`src/rtl/dbg_bridge_pkg.sv`:
```
package dbg_bridge_pkg;

  localparam logic [15:0] ID_VENDOR_VAL  = 16'h0001;
  localparam logic [15:0] ID_TYPE_VAL    = 16'h0006;
  localparam logic [15:0] ID_VERSION_VAL = 16'h0000;

  localparam logic [15:0] A_VENDOR  = 16'h0000;
  localparam logic [15:0] A_TYPE    = 16'h0001;
  localparam logic [15:0] A_VERSION = 16'h0002;
  localparam logic [15:0] A_STATUS  = 16'h0003;
  localparam logic [15:0] A_EVDEST  = 16'h0004;
  localparam logic [15:0] A_CTRL    = 16'h0200;
  localparam logic [15:0] A_UPPER   = 16'h0201;
  localparam logic [15:0] A_WIDTH   = 16'h0202;

  typedef enum logic [3:0] {
    SEL_NONE, SEL_VENDOR, SEL_TYPE, SEL_VERSION, SEL_STATUS,
    SEL_EVDEST, SEL_CTRL, SEL_UPPER, SEL_WIDTH
  } reg_sel_e;

  typedef enum logic {ST_IDLE, ST_WAIT} win_state_e;

  function automatic logic width_legal(input logic [15:0] v);
    case (v)
      16'd16, 16'd32, 16'd64, 16'd128: width_legal = 1'b1;
      default:                         width_legal = 1'b0;
    endcase
  endfunction

endpackage

```
`src/rtl/dbg_addr_decode.sv`:
```
module dbg_addr_decode
  import dbg_bridge_pkg::*;
#(
  parameter int ADDR_W = 16
) (
  input  logic [ADDR_W-1:0] addr,
  output reg_sel_e          sel,
  output logic              in_window
);

  assign in_window = addr[ADDR_W-1];

  always_comb begin
    sel = SEL_NONE;
    if (!in_window) begin
      case (addr)
        A_VENDOR:  sel = SEL_VENDOR;
        A_TYPE:    sel = SEL_TYPE;
        A_VERSION: sel = SEL_VERSION;
        A_STATUS:  sel = SEL_STATUS;
        A_EVDEST:  sel = SEL_EVDEST;
        A_CTRL:    sel = SEL_CTRL;
        A_UPPER:   sel = SEL_UPPER;
        A_WIDTH:   sel = SEL_WIDTH;
        default:   sel = SEL_NONE;
      endcase
    end
  end

endmodule

```
`src/rtl/dbg_local_regs.sv`:
```
module dbg_local_regs
  import dbg_bridge_pkg::*;
#(
  parameter int   REG_W     = 16,
  parameter logic STALL_RST = 1'b0
) (
  input  logic             clk,
  input  logic             rst_n,
  input  logic             wr_en,
  input  reg_sel_e         sel,
  input  logic [REG_W-1:0] wdata,
  output logic [REG_W-1:0] rd_data,
  output logic             stall,
  output logic [REG_W-1:0] upper,
  output logic [REG_W-1:0] width
);

  localparam logic [REG_W-1:0] CTRL_RST = {{(REG_W-1){1'b0}}, STALL_RST};

  logic [REG_W-1:0] status_q, evdest_q, ctrl_q, upper_q, width_q;
  logic             status_en, evdest_en, ctrl_en, upper_en, width_en;

  always_comb begin
    status_en = wr_en && (sel == SEL_STATUS);
    evdest_en = wr_en && (sel == SEL_EVDEST);
    ctrl_en   = wr_en && (sel == SEL_CTRL);
    upper_en  = wr_en && (sel == SEL_UPPER);
    width_en  = wr_en && (sel == SEL_WIDTH) && width_legal(wdata);
  end

  always_ff @(posedge clk or negedge rst_n) begin
    if (!rst_n) begin
      status_q <= '0;
      evdest_q <= '0;
      ctrl_q   <= CTRL_RST;
      upper_q  <= '0;
      width_q  <= '0;
    end else begin
      if (status_en) status_q <= wdata;
      if (evdest_en) evdest_q <= wdata;
      if (ctrl_en)   ctrl_q   <= wdata;
      if (upper_en)  upper_q  <= wdata;
      if (width_en)  width_q  <= wdata;
    end
  end

  always_comb begin
    case (sel)
      SEL_VENDOR:  rd_data = ID_VENDOR_VAL;
      SEL_TYPE:    rd_data = ID_TYPE_VAL;
      SEL_VERSION: rd_data = ID_VERSION_VAL;
      SEL_STATUS:  rd_data = status_q;
      SEL_EVDEST:  rd_data = evdest_q;
      SEL_CTRL:    rd_data = ctrl_q;
      SEL_UPPER:   rd_data = upper_q;
      SEL_WIDTH:   rd_data = width_q;
      default:     rd_data = '0;
    endcase
  end

  assign stall = ctrl_q[0];
  assign upper = upper_q;
  assign width = width_q;

endmodule

```
`src/rtl/dbg_spr_port.sv`:
```
module dbg_spr_port
  import dbg_bridge_pkg::*;
#(
  parameter int ADDR_W  = 16,
  parameter int DATA_W  = 32,
  parameter int UPPER_W = 16,
  localparam int OFF_W  = ADDR_W - 1,
  localparam int SPR_AW = UPPER_W + OFF_W
) (
  input  logic               clk,
  input  logic               rst_n,
  input  logic               start,
  input  logic               wr,
  input  logic [OFF_W-1:0]   offset,
  input  logic [UPPER_W-1:0] upper,
  input  logic [DATA_W-1:0]  wdata,
  output logic               spr_req,
  output logic               spr_write,
  output logic [SPR_AW-1:0]  spr_addr,
  output logic [DATA_W-1:0]  spr_wdata,
  input  logic               spr_ack,
  input  logic [DATA_W-1:0]  spr_rdata,
  output logic               rsp_valid,
  output logic [DATA_W-1:0]  rsp_rdata
);

  win_state_e        st_q, st_d;
  logic [SPR_AW-1:0] addr_q, addr_d;
  logic              wr_q, wr_d;
  logic [DATA_W-1:0] wd_q, wd_d;
  logic              rsp_q, rsp_d;
  logic [DATA_W-1:0] rd_q, rd_d;
  logic              cap_en, done_en;

  always_comb begin
    st_d    = st_q;
    addr_d  = addr_q;
    wr_d    = wr_q;
    wd_d    = wd_q;
    rd_d    = rd_q;
    rsp_d   = 1'b0;
    cap_en  = 1'b0;
    done_en = 1'b0;
    case (st_q)
      ST_IDLE: if (start) begin
        st_d   = ST_WAIT;
        addr_d = {upper, offset};
        wr_d   = wr;
        wd_d   = wdata;
        cap_en = 1'b1;
      end
      ST_WAIT: if (spr_ack) begin
        st_d    = ST_IDLE;
        rsp_d   = 1'b1;
        rd_d    = wr_q ? '0 : spr_rdata;
        done_en = 1'b1;
      end
      default: st_d = ST_IDLE;
    endcase
  end

  always_ff @(posedge clk or negedge rst_n) begin
    if (!rst_n) begin
      st_q   <= ST_IDLE;
      addr_q <= '0;
      wr_q   <= 1'b0;
      wd_q   <= '0;
      rsp_q  <= 1'b0;
      rd_q   <= '0;
    end else begin
      st_q  <= st_d;
      rsp_q <= rsp_d;
      if (cap_en) begin
        addr_q <= addr_d;
        wr_q   <= wr_d;
        wd_q   <= wd_d;
      end
      if (done_en) rd_q <= rd_d;
    end
  end

  assign spr_req   = (st_q == ST_WAIT);
  assign spr_write = wr_q;
  assign spr_addr  = addr_q;
  assign spr_wdata = wd_q;
  assign rsp_valid = rsp_q;
  assign rsp_rdata = rd_q;

endmodule

```
`src/rtl/dbg_spr_bridge.sv`:
```
module dbg_spr_bridge
  import dbg_bridge_pkg::*;
#(
  parameter int   ADDR_W    = 16,
  parameter int   DATA_W    = 32,
  parameter int   REG_W     = 16,
  parameter logic STALL_RST = 1'b0,
  localparam int  SPR_AW    = REG_W + ADDR_W - 1
) (
  input  logic              clk,
  input  logic              rst_n,
  input  logic              req_valid,
  input  logic              req_write,
  input  logic [ADDR_W-1:0] req_addr,
  input  logic [DATA_W-1:0] req_wdata,
  output logic              rsp_valid,
  output logic [DATA_W-1:0] rsp_rdata,
  output logic              spr_req,
  output logic              spr_write,
  output logic [SPR_AW-1:0] spr_addr,
  output logic [DATA_W-1:0] spr_wdata,
  input  logic              spr_ack,
  input  logic [DATA_W-1:0] spr_rdata,
  output logic              core_stall
);

  reg_sel_e          sel;
  logic              in_window;
  logic              local_hit, local_wr, win_start;
  logic [REG_W-1:0]  reg_rd, upper_q, width_q;
  logic              lrsp_q, lrsp_d;
  logic [DATA_W-1:0] lrd_q, lrd_d;
  logic              win_rsp;
  logic [DATA_W-1:0] win_rd;

  dbg_addr_decode #(.ADDR_W(ADDR_W)) u_dec (
    .addr(req_addr), .sel(sel), .in_window(in_window)
  );

  always_comb begin
    local_hit = req_valid && !in_window;
    local_wr  = local_hit && req_write;
    win_start = req_valid && in_window;
    lrsp_d    = local_hit;
    lrd_d     = req_write ? '0 : {{(DATA_W-REG_W){1'b0}}, reg_rd};
  end

  dbg_local_regs #(.REG_W(REG_W), .STALL_RST(STALL_RST)) u_regs (
    .clk(clk), .rst_n(rst_n), .wr_en(local_wr), .sel(sel),
    .wdata(req_wdata[REG_W-1:0]), .rd_data(reg_rd),
    .stall(core_stall), .upper(upper_q), .width(width_q)
  );

  dbg_spr_port #(.ADDR_W(ADDR_W), .DATA_W(DATA_W), .UPPER_W(REG_W)) u_win (
    .clk(clk), .rst_n(rst_n), .start(win_start), .wr(req_write),
    .offset(req_addr[ADDR_W-2:0]), .upper(upper_q), .wdata(req_wdata),
    .spr_req(spr_req), .spr_write(spr_write), .spr_addr(spr_addr),
    .spr_wdata(spr_wdata), .spr_ack(spr_ack), .spr_rdata(spr_rdata),
    .rsp_valid(win_rsp), .rsp_rdata(win_rd)
  );

  always_ff @(posedge clk or negedge rst_n) begin
    if (!rst_n) begin
      lrsp_q <= 1'b0;
      lrd_q  <= '0;
    end else begin
      lrsp_q <= lrsp_d;
      if (local_hit) lrd_q <= lrd_d;
    end
  end

  assign rsp_valid = lrsp_q | win_rsp;
  assign rsp_rdata = win_rsp ? win_rd : lrd_q;

endmodule

```
`config.mk`:
```
export PLATFORM = sky130hd
export DESIGN_NAME = dbg_spr_bridge
export DESIGN_NICKNAME = d
export VERILOG_FILES = /design/src/rtl/dbg_bridge_pkg.sv /design/src/rtl/dbg_addr_decode.sv /design/src/rtl/dbg_local_regs.sv /design/src/rtl/dbg_spr_port.sv /design/src/rtl/dbg_spr_bridge.sv
export SDC_FILE = /design/constraint.sdc
export NUM_CORES = 1
export LEC_CHECK = 0
export CAP_MARGIN = 10
export CORE_MARGIN = 3
export CORE_UTILIZATION = 46
export CTS_CLUSTER_DIAMETER = 50
export DETAILED_ROUTE_END_ITERATION = 10
export PLACE_DENSITY = 0.75
export SLEW_MARGIN = 10
export SYNTH_ARGS = -nofsm -noshare
export SYNTH_HDL_FRONTEND = slang
export SYNTH_SLANG_ARGS = --single-unit
```
`constraint.sdc`:
```
create_clock -name clk -period 1.5 [get_ports clk]
set_input_delay 0.225 -clock clk [delete_from_list [all_inputs] [get_ports clk]]
set_output_delay 0.225 -clock clk [all_outputs]
set_load 0.01 [all_outputs]
```
Yosys cells after proc, flatten, opt, wreduce, memory -nomap -nowiden. Index checks and enable logic that the tools add are counted.

Register bits: 211. Output and inout bits: 99.

Equal/unequal tests: 18. Mux-type cells: 13. Bitwise gates (word level): 2. Reductions and logical operators: 14.

Operators with widths (number): case mux 16 bit (7 select lines) (1); 2-to-1 mux 32 bit (2); == test 16 x 10 -> 1 bit, second input constant (3); == test 16 x 2 -> 1 bit, second input constant (2); case mux 4 bit (8 select lines) (1); == test 16 x 1 -> 1 bit, second input constant (1); == test 16 x 3 -> 1 bit, second input constant (1); == test 16 x 5 -> 1 bit, second input constant (1); == test 16 x 6 -> 1 bit, second input constant (1); == test 16 x 7 -> 1 bit, second input constant (1); == test 16 x 8 -> 1 bit, second input constant (1); == test 4 x 3 -> 1 bit, second input constant (4); logical NOT 16 bit (1); 2-to-1 mux 16 bit (1); logical AND 1 bit (9); 2-to-1 mux 1 bit (6); AND reduction 3 bit (2); == test 4 x 1 -> 1 bit, second input constant (1); == test 4 x 2 -> 1 bit, second input constant (1); == test 4 bit, second input constant (1); 2-to-1 mux 4 bit (1); OR reduction 4 bit (1); case mux 1 bit (2 select lines) (1); logical NOT 1 bit (1); 2 further kinds (2).

Logic depth before layout (Yosys ltp). Gate-level depths: netlist of the first run.

Depth after elaboration: 6. Depth in mapped cells: 7.

Cells and area by module. Synthesis of the first run repeated with hierarchy kept, for this count alone.

Cells, all modules: 622. Area, all modules: 8974.9 µm².

By module, submodules not included: dbg_spr_port (instances 1, cells each 244, area each 4119.0 µm², seq. area each 2452.4 µm²); dbg_local_regs (instances 1, cells each 268, area each 3593.4 µm², seq. area each 2001.9 µm²); dbg_spr_bridge (instances 1, cells each 92, area each 1139.8 µm², seq. area each 425.4 µm²); dbg_addr_decode (instances 1, cells each 18, area each 122.6 µm², seq. area each 0.0 µm²).

Worst setup path after synthesis of the first run. OpenSTA, ideal clock, no wires.

Path kind: input to register. Start point: in req_addr[4]. End point: reg u_regs.width_q[4] (netlist: u_regs.width[4]). Setup time: 125 ps. Data arrival time: 1979 ps. Required time: 1375 ps. Setup slack: -604 ps. Stages: 6. Cell sequence: or4_1 -> buf_2 -> nor3_1 -> nand3_1 -> nor3_2 -> mux2_2.

Word-level cells in the longest chain between the ends: 6.

Ends and longest elaborated chain: from (decl) (line dbg_spr_bridge.sv:14) `input logic [ADDR_W-1:0] req_addr,`; == test 16 x 10 -> 1 bit (tied with other cells) (line dbg_addr_decode.sv:16) `case (addr)`; case mux 4 bit (8 select lines) (*) (line dbg_addr_decode.sv:16); 2-to-1 mux 4 bit (*) (line dbg_addr_decode.sv:15) `if (!in_window) begin`; == test 4 bit (*) (line dbg_local_regs.sv:28) `width_en = wr_en && (sel == SEL_WIDTH) && width_legal(wdata);`; logical AND 1 bit (*) (2 in a row) (line dbg_local_regs.sv:28); to (signal assigned) (line dbg_local_regs.sv:43) `if (width_en) width_q <= wdata;`; to (decl) (line dbg_local_regs.sv:20) `logic [REG_W-1:0] status_q, evdest_q, ctrl_q, upper_q, width_q;`.

Every way passes the cells marked *; elsewhere a longest branch is shown, timed or not. A chain may end at the register's enable or synchronous reset.

Worst setup path after layout of the first run.
Start point: in req_addr[8]. End point: reg lrd_q[13].

Word-level cells in the longest chain between the ends: 6.

Ends and longest elaborated chain: == test 16 x 10 -> 1 bit (tied with other cells) (line dbg_addr_decode.sv:16); case mux 4 bit (8 select lines) (*) (line dbg_addr_decode.sv:16); 2-to-1 mux 4 bit (*) (line dbg_addr_decode.sv:15); == test 4 bit (tied with other cells) (line dbg_local_regs.sv:48) `case (sel)`; case mux 16 bit (7 select lines) (*) (line dbg_local_regs.sv:48); 2-to-1 mux 16 bit (*) (line dbg_spr_bridge.sv:45) `lrd_d = req_write ? '0 : {{(DATA_W-REG_W){1'b0}}, reg_rd};`; to (signal assigned) (line dbg_spr_bridge.sv:68) `if (local_hit) lrd_q <= lrd_d;`; to (decl) (line dbg_spr_bridge.sv:32) `logic [DATA_W-1:0] lrd_q, lrd_d;`.

Marked as above.

==> out/qor.yml, run 1 <==
cts_tree: "done"
min_path_cells: 2
final_net_count: 982
grt_pass1_vias: 6884
avgRoutedWirePerCell_um: 21.2
drive_above_1_share_pct: 43.3
whs_endpoint: "u_win.spr_addr[7]"
fin_setup_tns_ns: -28.67
grt_pass1_wl_um: 37500
worstPathRequired_ns: 1.86
postSynthCellCount: 644
reg2reg_depth: 4
reg2reg_from: "u_regs.width[14]"
final_util_pct: 69.3
synth_seq_cells: 195
die_h_um: 142
maxSlewHeadroom_pct: 71.8
vias_per_cell: 5.56
synth.most_common_cell: "dfrtp_1"
clkSinkCount: 195
grt_max_degree: 66
ios: 184
rsz0062_at_grt: "true"
syn-num-nets: 729
critPathMaxStageDelay_ns: 0.55
max_freq_mhz: 550
place_hpwl_um: 15600
grt_overflow: 0
synth_top_area_cell: "dfrtp_1"
cp_data_arrival_time_ns: 2.18
cpMostUsedCell: "buf_6"
netlist.area_leader.share_pct: 57.2
failed_checks: "negative setup slack"
yosys_warnings: 0
fin_ws_ns: -0.318
rows: 49
clk_pin_slew_ns: 0.06
cts_buffer_depth: 2
num_vias: 6320
ys_types: 50
ant_nets: 0
cts_root_buffer: "clkbuf_16"
cts_htree_levels: 4
finalCritPeriodShare_pct: 121
hp-class: "in -> reg"
ys_seq_area_share_pct: 57.2
die_x_um: 142
regToRegEndpoint: "lrd_q[14]"
numCtsBuffers: 17
synthArstFlopShare_pct: 100
start_util_pct: 47.2
core_um2: 18100
worstHoldStart: "req_addr[7]"
grt_use_total_pct: 23.7
finalHoldViolations: 0
reg2reg_slack_ns: 0.15
synth_edf_count: 0
start_kind: "input port"
wl_um: 24100
layout_min_cycle_time_ns: 1.82
drc: 0
crit_path_end_kind: "flip-flop"
critPathMaxFanout: 8
fillers: 1187
port_buffers: 183
worst-setup-path-type: "in -> reg"
synth_common_cells: "195 x dfrtp_1, 118 x mux2_2, 50 x nand2_1"
maxCapViolCount: 0
antenna_cells: 0
syn2layout_area_growth_pct: 46.9
ys.flop_type: "dfrtp_1"
setup_viol: 123
fin_skew_ns: 0.00925
clock_latency_ns: 0.43
worstPathCellList: "buf_6 -> or4_4 -> buf_6 -> buf_6 -> buf_6 -> nor4_4 -> buf_6 -> buf_12 -> o2bb2ai_2 -> a221o_1 -> a22o_1"
peakVddDrop_v: 0.000777
die-area_um2: 20200
antenna_found_initial: 0
drv_slew: 0
drtPass1Iterations: 5
place.gp.congestion: 0.909
power_density_nw_per_um2: 1020
synthTopCellsByArea: "dfrtp_1 57%, mux2_2 16%, mux2_4 3.5%"
p_leak_nw: 6.26
slowest_stage: "or4_4"
syn_area_per_cell_um2: 13.2
syn_area_um2: 8530
drt-initial-drc-count: 282
max_slew.worst_pin.slew_ns: 0.422
outcome: "finished with violations"
cell usage in the layout (no fill, tap or decap), types with 3 or more instances in the layout:
cell and n:
mux2_2 104, a22oi_1 6, dlymetal6s2s_1 6, nor2b_4 4, or4_4 4, and2_4 11, clkbuf_16 19, and2_1 5
buf_8 3, buf_16 5, dfrtp_1 194, mux2i_1 13, a21o_1 3, nor2b_1 8, dlygate4sd2_1 75, inv_1 6
or4b_4 3, o211ai_1 5, a22o_1 14, buf_12 13, nand2_4 7, nand2_2 6, nor4_4 4, clkinvlp_4 3
nand2_1 39, clkbuf_8 6, a22oi_2 9, clkdlybuf4s50_1 56, o21ai_0 34, mux2_4 43, nand2b_1 35, buf_6 52
buf_2 8, o211ai_2 6, nor3b_1 3, buf_4 53
sequential cells by signal, summed over array words and instances, names as in the netlist:
name and count:
u_regs.width 16, u_regs.evdest_q 16, u_win.spr_wdata 32, lrsp_q 1, u_win.rsp_rdata 32, u_win.spr_req 1
u_regs.ctrl_q 16, u_win.rsp_valid 1, u_win.spr_addr 31, u_regs.status_q 16, lrd_q 16, u_win.spr_write 1
u_regs.upper 16
power breakdown:
group | switching (mW) | internal, mW
Sequential | 0.266 | 5.76
Combinational | 1.01 | 1.18
Clock | 1.92 | 2.66
metal layers:
metal | vias up | global-route usage, % | part of all wire (%)
met1 | 3237 | 30.2 | 42
met2 | 237 | 39.3 | 50
met4 | 0 | 9.39 | 2.6
met5 | - | 0 | 0
li1 | 2796 | - | -
met3 | 50 | 5.68 | 5.6
metrics by stage:
step	instances	area, µm²	setup WS [ns]	power, mW	hold WS (ns)
after CTS	1130	12100	-0.338	12.8	0.0212
after global routing	1137	12500	-0.351	13.4	0.0187
after global placement	1075	11100	-0.987	8.26	0.185
final	1137	12500	-0.318	12.8	0.0266
after detailed placement	1075	11100	-1.06	8.38	0.192
after floorplan	644	8610	-0.573	6.97	-0.0706
cell type report:
cell class	instances	area (µm²)	share of cell area, %
Sequential cell	195	4880	39.0
Multi-Input combinational cell	398	3880	31.0
Timing Repair Buffer	279	2860	22.8
Clock buffer	22	494	3.94
Tap cell	229	287	2.29
Clock inverter	8	101	0.809
Inverter	6	22.5	0.180
repair_timing:
item,4_1_cts,5_1_grt
setup buffers,17,8
pin swaps,46,34
gates resized for setup,339,80
endpoints found under the setup margin,195,129
hold buffers,1,0
endpoints found under the hold margin,35,0
gates cloned,8,1
worst max-delay path, delay by kind of cell:
kind	cells	cell delay (ns)
buffers and inverters	6	0.83
and+or+nand+nor	2	0.70
AOI/OAI and AO/OA	3	0.40
kinds of logic (layout without fill, tap and decap cells):
kind of cell           after synthesis  count (layout)  synth area share, %
flip-flops                         195             195                 57.2
multiplexers                       160             160                 21.8
AND/OR/NAND/NOR                    145             147                 10.4
AO/OA/AOI/OAI                       90              90                 7.63
buffers and inverters               53             315                 2.89
XOR/XNOR                             1               1                0.103
how the worst max path moves through the flow:
stage / startpoint / to / slack (ns) / cells past startpoint
2_1_floorplan: req_addr[9] / u_regs.status_q[10] / -0.57 / 6
3_3_place_gp: req_addr[15] / lrd_q[13] / -0.99 / 6
3_5_place_dp: req_addr[15] / lrd_q[13] / -1.06 / 6
4_1_cts: req_addr[11] / lrd_q[13] / -0.34 / 11
5_1_grt: req_addr[8] / u_regs.status_q[10] / -0.35 / 9
6_report: req_addr[8] / lrd_q[13] / -0.32 / 11
Note: power is estimated with default switching activity, not from simulation.
==> run 2, diff against run 1 <==
--- a/config.mk
+++ b/config.mk
@@ -10,7 +10,7 @@
 export CORE_UTILIZATION = 46
 export CTS_CLUSTER_DIAMETER = 50
 export DETAILED_ROUTE_END_ITERATION = 10
-export PLACE_DENSITY = 0.75
+export PLACE_DENSITY = 0.76
 export SLEW_MARGIN = 10
 export SYNTH_ARGS = -nofsm -noshare
 export SYNTH_HDL_FRONTEND = slang
==> out/qor.yml, run 2 (synthesized netlist as in run 1, its figures left out) <==
outcome: "finished with violations"
failed_checks: "negative setup slack"
clk_pin_slew_ns: 0.07
clkSinkCount: 195
finalHoldViolations: 0
worst-setup-path-type: "in -> reg"
die_x_um: 142
p_leak_nw: 6.13
num_vias: 6214
core_um2: 18100
max_slew.worst_pin.slew_ns: 0.439
layout_min_cycle_time_ns: 1.82
comb_power_share_pct: 16.5
cts_root_buffer: "clkbuf_16"
ios: 184
grt_overflow: 0
power_frac_clock_pct: 37.4
antenna_found_initial: 0
dp_cells: 1077
place.gp.congestion: 0.869
clock_latency_ns: 0.44
finalCritPeriodShare_pct: 122
min_path_cells: 2
power_mw: 13.1
syn2layout_area_growth_pct: 46.5
final_cell_mix: "194 x dfrtp_1, 110 x mux2_2, 70 x dlygate4sd2_1"
final_common_cell: "dfrtp_1"
rsz0062_at_grt: "true"
crit_path_end_kind: "flip-flop"
ant_nets: 0
final_util_pct: 69.1
max_freq_mhz: 548
avgRoutedWirePerCell_um: 20.9
drt-initial-drc-count: 418
reg2reg_depth: 4
hp-class: "in -> reg"
wl_um: 23800
drtPass1Iterations: 5
setup_viol: 127
critPathMaxFanout: 8
start_util_pct: 47.2
start_kind: "input port"
fin_skew_ns: 0.00869
maxCapViolCount: 0
peakVddDrop_v: 0.000867
stdcell_count: 1141
drc: 0
drive_above_1_share_pct: 42.7
maxSlewHeadroom_pct: 70.7
netSwitchingFraction_pct: 24.9
numCtsBuffers: 17
fin_hold_ws_ns: 0.0175
p_int_mw: 9.82
p_seq_share_pct: 46.0
power_density_nw_per_um2: 1050
die_h_um: 142
grt_max_degree: 66
cts_htree_levels: 4
grt_pass1_wl_um: 37400
place_hpwl_um: 15200
cts_tree: "done"
grt_pass1_vias: 6531
worstPathRequired_ns: 1.88
port_buffers: 183
rows: 49
vias_per_cell: 5.45
final_net_count: 984
p_switching_mw: 3.26
grt_use_total_pct: 24.1
antenna_cells: 0
die-area_um2: 20200
drv_slew: 0
cp_data_arrival_time_ns: 2.20
cts_buffer_depth: 2
fin_ws_ns: -0.325
## run 2: cell types whose count changed in the layout (fill, tap and decap cells not counted), moves of 4 or more
| cell | previous run | this run |
|---|---|---|
| clkdlybuf4s50_1 | 56 | 60 |
| dlygate4sd2_1 | 75 | 70 |
| mux2_2 | 104 | 110 |
| mux2_4 | 43 | 37 |
| nand2_1 | 39 | 48 |
| nand2_2 | 6 | 2 |
| nand2_4 | 7 | 1 |
## run 2: worst paths after layout
path	startpoint	to	slack (ns)
worst min-delay path	req_addr[3]	u_win.spr_addr[3]	0.02
min in group asynchronous	rst_n	u_win.rsp_rdata[20]	0.26
worst max register to register	u_regs.ctrl_q[13]	lrd_q[13]	0.12
worst max-delay path	req_addr[11]	lrd_q[15]	-0.32
max in group asynchronous	rst_n	u_regs.ctrl_q[14]	0.64
worst min register to register	u_win.rsp_rdata[2]	u_win.rsp_rdata[2]	0.48
## run 2: what timing repair did
item                                    4_1_cts  5_1_grt
buffers inserted                             19        6
pin swaps                                    42       24
resized for setup                           344       64
hold buffers                                  1        0
cloned                                        8        0
endpoints found under the setup margin      195      129
hold endpoints to repair                     30        0
## run 2: power groups by stage
stage                     sequential, mW  combinational (mW)  clock (mW)
after floorplan                     6.20               0.764           0
after global placement              6.08                2.18           0
after detailed placement            6.11                2.26           0
after CTS                           6.01                2.13        4.96
after global routing                6.07                2.35        5.25
final                               6.02                2.16        4.90
## run 2: routing by layer
layer | GRT usage [%] | vias up | part of all wire [%] | wire length [µm]
met3 | 5.31 | 50 | 5.7 | 1360
met1 | 32.6 | 3106 | 43 | 10400
met5 | 0 | - | 0 | 0
met2 | 38.0 | 255 | 48 | 11300
li1 | - | 2803 | - | -
met4 | 9.49 | 0 | 3.3 | 779
## run 2: final cells by class
| cell class | count | area (µm²) |
|---|---|---|
| clock buffers | 22 | 464 |
| clock inverters | 10 | 170 |
| fillers | 1215 | 5590 |
| inverters | 6 | 22.5 |
| multi-input cells | 398 | 3820 |
| flip-flops and latches | 195 | 4880 |
| well taps | 229 | 287 |
| repair buffers | 281 | 2850 |
## run 2: through the flow
stage / setup slack, ns / cell area [µm²] / TNS [ns]
final: -0.325 / 12500 / -22.46
after global routing: -0.341 / 12500 / -26.08
after CTS: -0.316 / 12200 / -21.31
after detailed placement: -1.08 / 11100 / -100.36
after global placement: -1.01 / 11100 / -96.00
after floorplan: -0.573 / 8610 / -43.62
## run 2: critical path: stages
cell	delay, ns
buf_6	0.09
or4_4	0.57
buf_12	0.16
or4b_4	0.65
o211ai_1	0.32
a22o_1	0.18
